===== config.mk =====
export PLATFORM = sky130hd
export DESIGN_NAME = padding_dma_engine
export DESIGN_NICKNAME = d
export VERILOG_FILES = /design/src/rtl/cdma_pkg.sv /design/src/rtl/cdma_dpath.sv /design/src/rtl/cdma_ctrl.sv /design/src/rtl/padding_dma_engine.sv
export SDC_FILE = /design/constraint.sdc
export NUM_CORES = 1
export LEC_CHECK = 0
export BUFFER_PORTS_ARGS = -buffer_cell sky130_fd_sc_hd__buf_2
export CORE_MARGIN = 1.5
export CORE_UTILIZATION = 50
export CTS_CLUSTER_SIZE = 16
export DETAILED_ROUTE_END_ITERATION = 7
export HOLD_SLACK_MARGIN = 0.12
export PLACE_DENSITY = 0.73
export SETUP_SLACK_MARGIN = 0.15
export SYNTH_ARGS = -nofsm -noshare
export SYNTH_HDL_FRONTEND = slang
export SYNTH_HIERARCHICAL = 1
export SYNTH_SLANG_ARGS = --single-unit

===== constraint.sdc =====
create_clock -name clk -period 5.6 [get_ports clk]
set_input_delay 1.12 -clock clk [delete_from_list [all_inputs] [get_ports clk]]
set_output_delay 1.12 -clock clk [all_outputs]
set_load 0.01 [all_outputs]

===== src/rtl/cdma_pkg.sv =====
package cdma_pkg;
  localparam int WORD_W    = 32;
  localparam int BLK_W     = 64;
  localparam int BLK_BYTES = BLK_W / 8;
  localparam int KEEP_W    = $clog2(BLK_BYTES);
  localparam int PADN_W    = KEEP_W + 1;

  typedef enum logic [1:0] {
    WSEL_HDR = 2'd0,
    WSEL_HI  = 2'd1,
    WSEL_LO  = 2'd2
  } wrSel_e;

  typedef struct packed {
    logic              load;
    logic              capW0;
    logic              capW1;
    logic              clrWords;
    logic              capRes;
    logic              padFinal;
    logic [KEEP_W-1:0] padKeep;
    wrSel_e            wrSel;
  } ctrlStb_t;
endpackage


===== src/rtl/cdma_dpath.sv =====
module cdma_dpath
  import cdma_pkg::*;
(
  input  logic              clk,
  input  logic              rstN,
  input  ctrlStb_t          stb,
  input  logic              littleEndian,
  input  logic [WORD_W-1:0] busRdata,
  output logic [WORD_W-1:0] busWdata,
  output logic [BLK_W-1:0]  cipherInData,
  input  logic [BLK_W-1:0]  cipherOutData,
  output logic              padOk,
  output logic [PADN_W-1:0] padN
);
  logic              leQ;
  logic [WORD_W-1:0] w0Q, w1Q;
  logic [BLK_W-1:0]  resQ;
  logic [BLK_W-1:0]  blkRaw;
  logic [7:0]        padByte;
  logic [7:0]        padCode;
  logic [BLK_BYTES-1:0] padMatch;

  function automatic logic [WORD_W-1:0] orderWord(input logic [WORD_W-1:0] w, input logic le);
    logic [WORD_W-1:0] r;
    for (int b = 0; b < WORD_W / 8; b++) begin
      r[8*b +: 8] = le ? w[WORD_W-8-8*b +: 8] : w[8*b +: 8];
    end
    return r;
  endfunction

  always_ff @(posedge clk) begin
    if (!rstN) begin
      leQ  <= 1'b0;
      w0Q  <= '0;
      w1Q  <= '0;
      resQ <= '0;
    end else begin
      if (stb.load)     leQ <= littleEndian;
      if (stb.clrWords) begin
        w0Q <= '0;
        w1Q <= '0;
      end
      if (stb.capW0)    w0Q  <= busRdata;
      if (stb.capW1)    w1Q  <= busRdata;
      if (stb.capRes)   resQ <= cipherOutData;
    end
  end

  assign blkRaw  = {orderWord(w0Q, leQ), orderWord(w1Q, leQ)};
  assign padByte = 8'(BLK_BYTES) - 8'(stb.padKeep);
  assign padCode = resQ[7:0];

  for (genvar i = 0; i < BLK_BYTES; i++) begin : g_lane
    localparam int HI = BLK_W - 1 - 8 * i;
    assign cipherInData[HI -: 8] =
      (stb.padFinal && (KEEP_W'(i) >= stb.padKeep)) ? padByte : blkRaw[HI -: 8];
    assign padMatch[i] =
      ((9'(i) + {1'b0, padCode}) < 9'(BLK_BYTES)) || (resQ[HI -: 8] == padCode);
  end

  assign padOk = (padCode != 8'd0) && (padCode <= 8'(BLK_BYTES)) && (&padMatch);
  assign padN  = padCode[PADN_W-1:0];

  always_comb begin
    unique case (stb.wrSel)
      WSEL_HDR: busWdata = w0Q;
      WSEL_HI:  busWdata = orderWord(resQ[BLK_W-1 -: WORD_W], leQ);
      default:  busWdata = orderWord(resQ[WORD_W-1:0], leQ);
    endcase
  end
endmodule


===== src/rtl/cdma_ctrl.sv =====
module cdma_ctrl
  import cdma_pkg::*;
#(
  parameter int ADDR_W = 32,
  parameter int LEN_W  = 16,
  parameter int HDR_W  = 8,
  parameter int WAIT_W = 4,
  parameter int CNT_W  = 17
) (
  input  logic              clk,
  input  logic              rstN,
  input  logic              start,
  input  logic              decrypt,
  input  logic [WAIT_W-1:0] waitStates,
  input  logic [HDR_W-1:0]  hdrWords,
  input  logic [LEN_W-1:0]  payloadLen,
  input  logic [ADDR_W-1:0] srcAddr,
  input  logic [ADDR_W-1:0] dstAddr,
  output logic              busReq,
  output logic              busWe,
  output logic [ADDR_W-1:0] busAddr,
  output logic              cipherInValid,
  input  logic              cipherInReady,
  input  logic              cipherOutValid,
  output logic              cipherOutReady,
  input  logic              padOk,
  input  logic [PADN_W-1:0] padN,
  output ctrlStb_t          stb,
  output logic              busy,
  output logic              doneIrq,
  output logic              padError,
  output logic [CNT_W-1:0]  outCount
);
  typedef enum logic [3:0] {
    S_IDLE, S_HRD, S_HWR, S_NEXT, S_RD0, S_RD1, S_SEND, S_RECV, S_WR0, S_WR1
  } state_e;

  localparam int BB_W = PADN_W;

  state_e             state;
  logic [ADDR_W-1:0]  srcPtr, dstPtr;
  logic [HDR_W-1:0]   hdrLeft;
  logic [LEN_W-1:0]   remLen;
  logic [WAIT_W-1:0]  waitCfg, waitCnt;
  logic [BB_W-1:0]    blkBytes;
  logic               decMode, finalBlk, finalDone, doneQ, padErrQ;
  logic [CNT_W-1:0]   outCnt;
  logic               accessing, accDone, writing, jobEnd, remBig;

  assign writing   = (state == S_HWR) || (state == S_WR0) || (state == S_WR1);
  assign accessing = writing || (state == S_HRD) || (state == S_RD0) || (state == S_RD1);
  assign accDone   = accessing && (waitCnt == waitCfg);
  assign busReq    = accessing;
  assign busWe     = writing;
  assign busAddr   = writing ? dstPtr : srcPtr;
  assign cipherInValid  = (state == S_SEND);
  assign cipherOutReady = (state == S_RECV);
  assign busy      = (state != S_IDLE);
  assign doneIrq   = doneQ;
  assign padError  = padErrQ;
  assign outCount  = outCnt;
  assign jobEnd    = finalDone || (decMode && (remLen == '0));
  assign remBig    = (remLen >= LEN_W'(BLK_BYTES));

  always_comb begin
    stb          = '0;
    stb.load     = (state == S_IDLE) && start;
    stb.capW0    = accDone && ((state == S_HRD) || (state == S_RD0));
    stb.capW1    = accDone && (state == S_RD1);
    stb.clrWords = (state == S_NEXT);
    stb.capRes   = (state == S_RECV) && cipherOutValid;
    stb.padFinal = !decMode && finalBlk;
    stb.padKeep  = blkBytes[KEEP_W-1:0];
    stb.wrSel    = (state == S_HWR) ? WSEL_HDR : ((state == S_WR0) ? WSEL_HI : WSEL_LO);
  end

  always_ff @(posedge clk) begin
    if (!rstN || !accessing || accDone) waitCnt <= '0;
    else                                waitCnt <= waitCnt + 1'b1;
  end

  always_ff @(posedge clk) begin
    if (!rstN) begin
      state     <= S_IDLE;
      srcPtr    <= '0;
      dstPtr    <= '0;
      hdrLeft   <= '0;
      remLen    <= '0;
      waitCfg   <= '0;
      blkBytes  <= '0;
      decMode   <= 1'b0;
      finalBlk  <= 1'b0;
      finalDone <= 1'b0;
      doneQ     <= 1'b0;
      padErrQ   <= 1'b0;
      outCnt    <= '0;
    end else begin
      unique case (state)
        S_IDLE: if (start) begin
          srcPtr    <= srcAddr;
          dstPtr    <= dstAddr;
          hdrLeft   <= hdrWords;
          remLen    <= payloadLen;
          waitCfg   <= waitStates;
          decMode   <= decrypt;
          finalBlk  <= 1'b0;
          finalDone <= 1'b0;
          doneQ     <= 1'b0;
          padErrQ   <= 1'b0;
          outCnt    <= '0;
          state     <= (hdrWords != '0) ? S_HRD : S_NEXT;
        end
        S_HRD: if (accDone) begin
          srcPtr <= srcPtr + ADDR_W'(4);
          state  <= S_HWR;
        end
        S_HWR: if (accDone) begin
          dstPtr  <= dstPtr + ADDR_W'(4);
          hdrLeft <= hdrLeft - 1'b1;
          outCnt  <= outCnt + CNT_W'(4);
          state   <= (hdrLeft == HDR_W'(1)) ? S_NEXT : S_HRD;
        end
        S_NEXT: begin
          if (jobEnd) begin
            doneQ <= 1'b1;
            state <= S_IDLE;
          end else begin
            finalBlk <= decMode ? (remLen <= LEN_W'(BLK_BYTES)) : !remBig;
            blkBytes <= remBig ? BB_W'(BLK_BYTES) : BB_W'(remLen);
            remLen   <= remBig ? remLen - LEN_W'(BLK_BYTES) : '0;
            state    <= (remLen != '0) ? S_RD0 : S_SEND;
          end
        end
        S_RD0: if (accDone) begin
          srcPtr <= srcPtr + ADDR_W'(4);
          state  <= (blkBytes > BB_W'(4)) ? S_RD1 : S_SEND;
        end
        S_RD1: if (accDone) begin
          srcPtr <= srcPtr + ADDR_W'(4);
          state  <= S_SEND;
        end
        S_SEND: if (cipherInReady) state <= S_RECV;
        S_RECV: if (cipherOutValid) state <= S_WR0;
        S_WR0: if (accDone) begin
          dstPtr <= dstPtr + ADDR_W'(4);
          state  <= S_WR1;
        end
        S_WR1: if (accDone) begin
          dstPtr <= dstPtr + ADDR_W'(4);
          if (decMode && finalBlk) begin
            padErrQ <= !padOk;
            outCnt  <= outCnt + (padOk ? CNT_W'(BLK_BYTES) - CNT_W'(padN) : CNT_W'(BLK_BYTES));
          end else begin
            outCnt <= outCnt + CNT_W'(BLK_BYTES);
          end
          if (finalBlk) finalDone <= 1'b1;
          state <= S_NEXT;
        end
        default: state <= S_IDLE;
      endcase
    end
  end


  access_hold_chk: assert property (@(posedge clk) disable iff (!rstN)
    busReq && !accDone |=> busReq && $stable(busAddr) && $stable(busWe));


  done_quiet_chk: assert property (@(posedge clk) disable iff (!rstN)
    doneIrq |-> !busy && !busReq && !cipherInValid);


  done_after_busy_chk: assert property (@(posedge clk) disable iff (!rstN)
    $rose(doneIrq) |-> $past(busy));


  pad_err_mode_chk: assert property (@(posedge clk) disable iff (!rstN)
    padError |-> decMode);


  start_ignored_chk: assert property (@(posedge clk) disable iff (!rstN)
    busy && start |=> $stable(decMode) && $stable(waitCfg));
endmodule


===== src/rtl/padding_dma_engine.sv =====
module padding_dma_engine
  import cdma_pkg::*;
#(
  parameter int ADDR_W = 32,
  parameter int LEN_W  = 16,
  parameter int HDR_W  = 8,
  parameter int WAIT_W = 4,
  localparam int CNT_W = ((LEN_W > HDR_W + 2) ? LEN_W : HDR_W + 2) + 1
) (
  input  logic              clk,
  input  logic              rstN,
  input  logic              start,
  input  logic              decrypt,
  input  logic              littleEndian,
  input  logic [WAIT_W-1:0] waitStates,
  input  logic [HDR_W-1:0]  hdrWords,
  input  logic [LEN_W-1:0]  payloadLen,
  input  logic [ADDR_W-1:0] srcAddr,
  input  logic [ADDR_W-1:0] dstAddr,
  output logic              busReq,
  output logic              busWe,
  output logic [ADDR_W-1:0] busAddr,
  output logic [31:0]       busWdata,
  input  logic [31:0]       busRdata,
  output logic              cipherInValid,
  input  logic              cipherInReady,
  output logic [63:0]       cipherInData,
  input  logic              cipherOutValid,
  output logic              cipherOutReady,
  input  logic [63:0]       cipherOutData,
  output logic              busy,
  output logic              doneIrq,
  output logic              padError,
  output logic [CNT_W-1:0]  outCount
);
  ctrlStb_t          stb;
  logic              padOk;
  logic [PADN_W-1:0] padN;

  cdma_ctrl #(
    .ADDR_W(ADDR_W), .LEN_W(LEN_W), .HDR_W(HDR_W), .WAIT_W(WAIT_W), .CNT_W(CNT_W)
  ) u_ctrl (
    .clk(clk), .rstN(rstN), .start(start), .decrypt(decrypt),
    .waitStates(waitStates), .hdrWords(hdrWords), .payloadLen(payloadLen),
    .srcAddr(srcAddr), .dstAddr(dstAddr),
    .busReq(busReq), .busWe(busWe), .busAddr(busAddr),
    .cipherInValid(cipherInValid), .cipherInReady(cipherInReady),
    .cipherOutValid(cipherOutValid), .cipherOutReady(cipherOutReady),
    .padOk(padOk), .padN(padN), .stb(stb),
    .busy(busy), .doneIrq(doneIrq), .padError(padError), .outCount(outCount)
  );

  cdma_dpath u_dpath (
    .clk(clk), .rstN(rstN), .stb(stb), .littleEndian(littleEndian),
    .busRdata(busRdata), .busWdata(busWdata),
    .cipherInData(cipherInData), .cipherOutData(cipherOutData),
    .padOk(padOk), .padN(padN)
  );


  cipher_hold_chk: assert property (@(posedge clk) disable iff (!rstN)
    cipherInValid && !cipherInReady |=> cipherInValid && $stable(cipherInData));
endmodule


==> impl_summary.md <==
Status
The flow ran to the end, and the final reports show no timing, DRC or antenna violations.

Worst setup path
The required time of the critical path is between 6 and 7 ns. The worst setup path is launched from a flop. The master of the slowest instance on the critical path is sky130_fd_sc_hd__dfxtp_1. For the worst setup path, the data arrival time is 4.97 ns.

The critical path in this run is classified as reg2reg. The capturing element type of the critical path is a flop. The delay of the slowest critical-path stage is around 0.65 ns. The signal on the critical path passes through ha_1 -> nand3_1 -> o21ai_0 -> a41oi_1 -> o31a_1 -> nor4_2 -> and3_1 -> buf_4 -> ha_1 -> and3_1 -> a221oi_1 -> buf_4 -> o21bai_1 -> a211oi_1 -> nor3_1 -> o221a_2. Along the worst path, the maximum fanout reaches 13.

Counting cells, the worst reg-to-reg path comes to 16.

Floorplanning
The core region area is 0.0347 mm². The number of core rows is 68. The floorplan step defined a die boundary enclosing 0.0365 mm². The height of the die is approximately 190 µm. ~350 I/O pins were placed. The initial core utilization is 51.0%. In this run the horizontal extent of the chip is 191 µm.

Timing
Of the available clock period, the critical path in the final layout requires 80.6%. The slew at the pin with the worst max-slew slack is around 1.2 ns. Setup repair after global routing left no endpoint under its margin. Adding up every negative setup slack in the final design gives 0 ns.

Between clock sinks in the finished design, the worst skew comes to 0.0189 ns. For this run, the top clock speed supported by timing is 221 MHz. The setup slack after layout is 1.08 ns. The count of final max-slew check failures is 0. Setup violations remaining at the end of the flow were counted as 0. The final count of hold timing violations is 0. The clock period minus worst slack is 4.52 ns. Measured against its own limit, the worst slew margin works out to 17.6%.

Yosys
The number of enable flip-flop cells after synthesis is 0. After synthesis, the cell types taking the most area are sky130_fd_sc_hd__dfxtp_1 (29%), sky130_fd_sc_hd__mux2i_1 (11%), sky130_fd_sc_hd__a21oi_1 (7.4%). The summed instance area of the synthesized netlist is between 0.015 and 0.02 mm². The count of yosys warnings during synthesis is 6. The synthesized netlist net count is 2569.

Synthesis produced a netlist whose cell count is 2340. In this run, synthesis produced a sequential element count of 255. The sequential area share after synthesis is between 20% and 30%. The share of synthesized registers carrying an async set or reset is 0%. The biggest area consumer among synthesized cells is sky130_fd_sc_hd__dfxtp_1. The mean post-synth cell area is ~7.6 µm².

Summed over its instances, the top area cell type makes up approximately 29% of the synthesized netlist area. The number of distinct library cells after synthesis is 87. In the synthesized netlist the dominant register cell turns out to be sky130_fd_sc_hd__dfxtp_1.

Place
The HPWL after detailed placement is approximately 43 mm. Including well taps, the total number of placed cells is 2974. The worst-case setup slack after placement is 1.12 ns. The count of input and output buffers is 346. The final weighted congestion in routability-driven placement is 0.969.

Detailed routing
Summed over all layers, the routed wires come to 59.6 mm. In this run, the number of DRC markers left after iteration 0 of detailed routing was about 1.5k. The number of search-and-repair iterations in the first detailed-routing pass is 7. The wire length per cell after detailed routing is approximately 20 µm. The detailed router placed 18.4k vias in this run. The DRC violation count after routing is 0. The detail route stage leaves a number of antenna-violating nets equal to 0.

In the routed layout, each cell is associated on average with a via count of 6.05.

Final layout
At the end of the flow the core is filled with cells to 59.1%. The library cells used most frequently in the layout, excluding fill and tap cells, are sky130_fd_sc_hd__buf_2 (345), sky130_fd_sc_hd__nand2_1 (270), sky130_fd_sc_hd__a21oi_1 (261). The number of fill cells in the layout is between 3k and 4k. The share of post-route cells with drive strength above 1 is 18.4%. The net count of the finished layout is roughly 2.8k. Registers take 0.00511 mm². The multi-input combinational cell area is between 0.01 and 0.015 mm². Leaving out fill and tap cells, the most frequent cell in the layout is sky130_fd_sc_hd__buf_2. Compared with the post-synthesis result, the final layout area differs by 16.0%.

Leaving out filler cells and counting taps, the final layout contains 3036.

Clocking
In this run the post-CTS setup repair buffer count came out at 0. In this run, post-CTS repair resized a total of 0 instances. The number of hold buffers added after CTS is 0. In this run, CTS created clock tree buffers numbering 30.

The tree built by TritonCTS fans out to 255 sinks. The cell at the root of the clock tree is sky130_fd_sc_hd__clkbuf_16. The maximum buffer depth of the clock tree is 3.

At the later pin of the worst-skew pair, clock insertion delay measures slightly below 0.6 ns. The clock tree from TritonCTS is done. The count of H-tree levels built during CTS is 1.

The CTS clock-pin slew for the worst setup and hold paths is 0.06 ns.

GRT
Summed over all layers, the global routing overflow is 0. The combined global-route utilization of all metal layers is 31.3%. The number of antenna violations at the first check in global routing is 10. The via count of the first global-routing pass is 16.9k. The first global-routing pass estimated 92.2 mm of wire.

Entering global routing, the biggest net connects 96 pins.

Power
IR analysis of the VDD net gives a maximum drop of roughly 340 µV. Overall power consumption after layout is estimated at roughly 8.5 mW. The power density of the placed cells is between 400 and 500 mW/mm². The static leakage power is slightly above 8 nW.

Run
The number of maximum-capacitance constraint violations is 0.

Worst hold path
The worst hold path passes through 2 cells. The path type of the worst min-delay path is reg2reg.
## kinds of logic after synthesis
| logic type | count (synthesis) | share of synthesized area, % |
|---|---|---|
| buffers and inverters | 225 | 5.71 |
| DFF | 255 | 28.8 |
| xor gates and xnor gates | 80 | 3.96 |
| adders and majority gates | 34 | 2.45 |
| and+or+nand+nor | 947 | 27.1 |
| AOI/OAI and AO/OA | 605 | 21.0 |
| muxes | 194 | 11.0 |
## synthesized netlist by cell type (all sizes together), types with 33 or more instances
cell      n
ha       33
mux2i   190
clkbuf  102
dfxtp   255
nand2   271
nor3b    70
nor2b   139
buf      91
o21ai   125
nand3    52
a21oi   261
nor2    237
nor3     41
xnor2    67
## registers in the layout, summed over array words and instances, names as in the netlist, 4 cells and up
signal / cells
u_dpath/resQ: 64
u_ctrl/dstPtr: 32
u_ctrl/srcPtr: 32
u_dpath/w0Q: 32
u_dpath/w1Q: 32
u_ctrl/outCount: 17
u_ctrl/remLen: 16
u_ctrl/hdrLeft: 8
u_ctrl/blkBytes: 4
u_ctrl/state: 4
u_ctrl/waitCfg: 4
u_ctrl/waitCnt: 4
## cell type report
class | count | share of cell area (%)
clock inverter | 19 | 1.43
antenna | 6 | 0.0731
timing repair buffer | 372 | 9.46
multi-input combinational | 1860 | 56.7
sequential | 255 | 24.9
tap | 455 | 2.77
clock buffer | 37 | 4.13
inverter | 32 | 0.591
## report_power, final
| part | internal, mW | leakage (nW) | switching (mW) |
|---|---|---|---|
| Combinational | 1.34 | 5.46 | 2.33 |
| Sequential | 2.13 | 2.07 | 0.480 |
| Clock | 1.40 | 0.536 | 0.850 |
| Total | 4.87 | 8.07 | 3.66 |
## metal layers
metal	wire [µm]	vias to the layer above	track usage, %
met4	2290	8	11.5
met1	24800	8589	41.6
met3	5230	141	5.45
met2	27200	877	50.6
li1	-	8762	-
met5	46	-	0
## critical path: cells and delay by family, from the launching register on
family,cells,cell delay [ns]
AOI/OAI and AO/OA,7,1.53
adders and majority gates,2,0.75
and+or+nand+nor,5,1.07
buffers and inverters,2,0.41
DFF,1,0.65
## final timing paths
| kind | start | end | slack (ns) |
|---|---|---|---|
| setup / recovery | u_dpath/resQ[2] | u_ctrl/outCount[11] | 1.08 |
| hold / removal | u_ctrl/doneIrq | u_ctrl/doneIrq | 0.45 |
| setup reg to reg | u_dpath/resQ[2] | u_ctrl/outCount[11] | 1.08 |
| hold reg to reg | u_ctrl/doneIrq | u_ctrl/doneIrq | 0.45 |
## per-stage QoR
| step | hold slack [ns] | instance area (µm²) |
|---|---|---|
| after floorplan | 0.437 | 17700 |
| after global placement | 0.436 | 19400 |
| after detailed placement | 0.442 | 19400 |
| after CTS | 0.450 | 20500 |
| after global routing | 0.464 | 20500 |
| final | 0.448 | 20500 |
No activity file was read; power rests on OpenSTA's default activity.
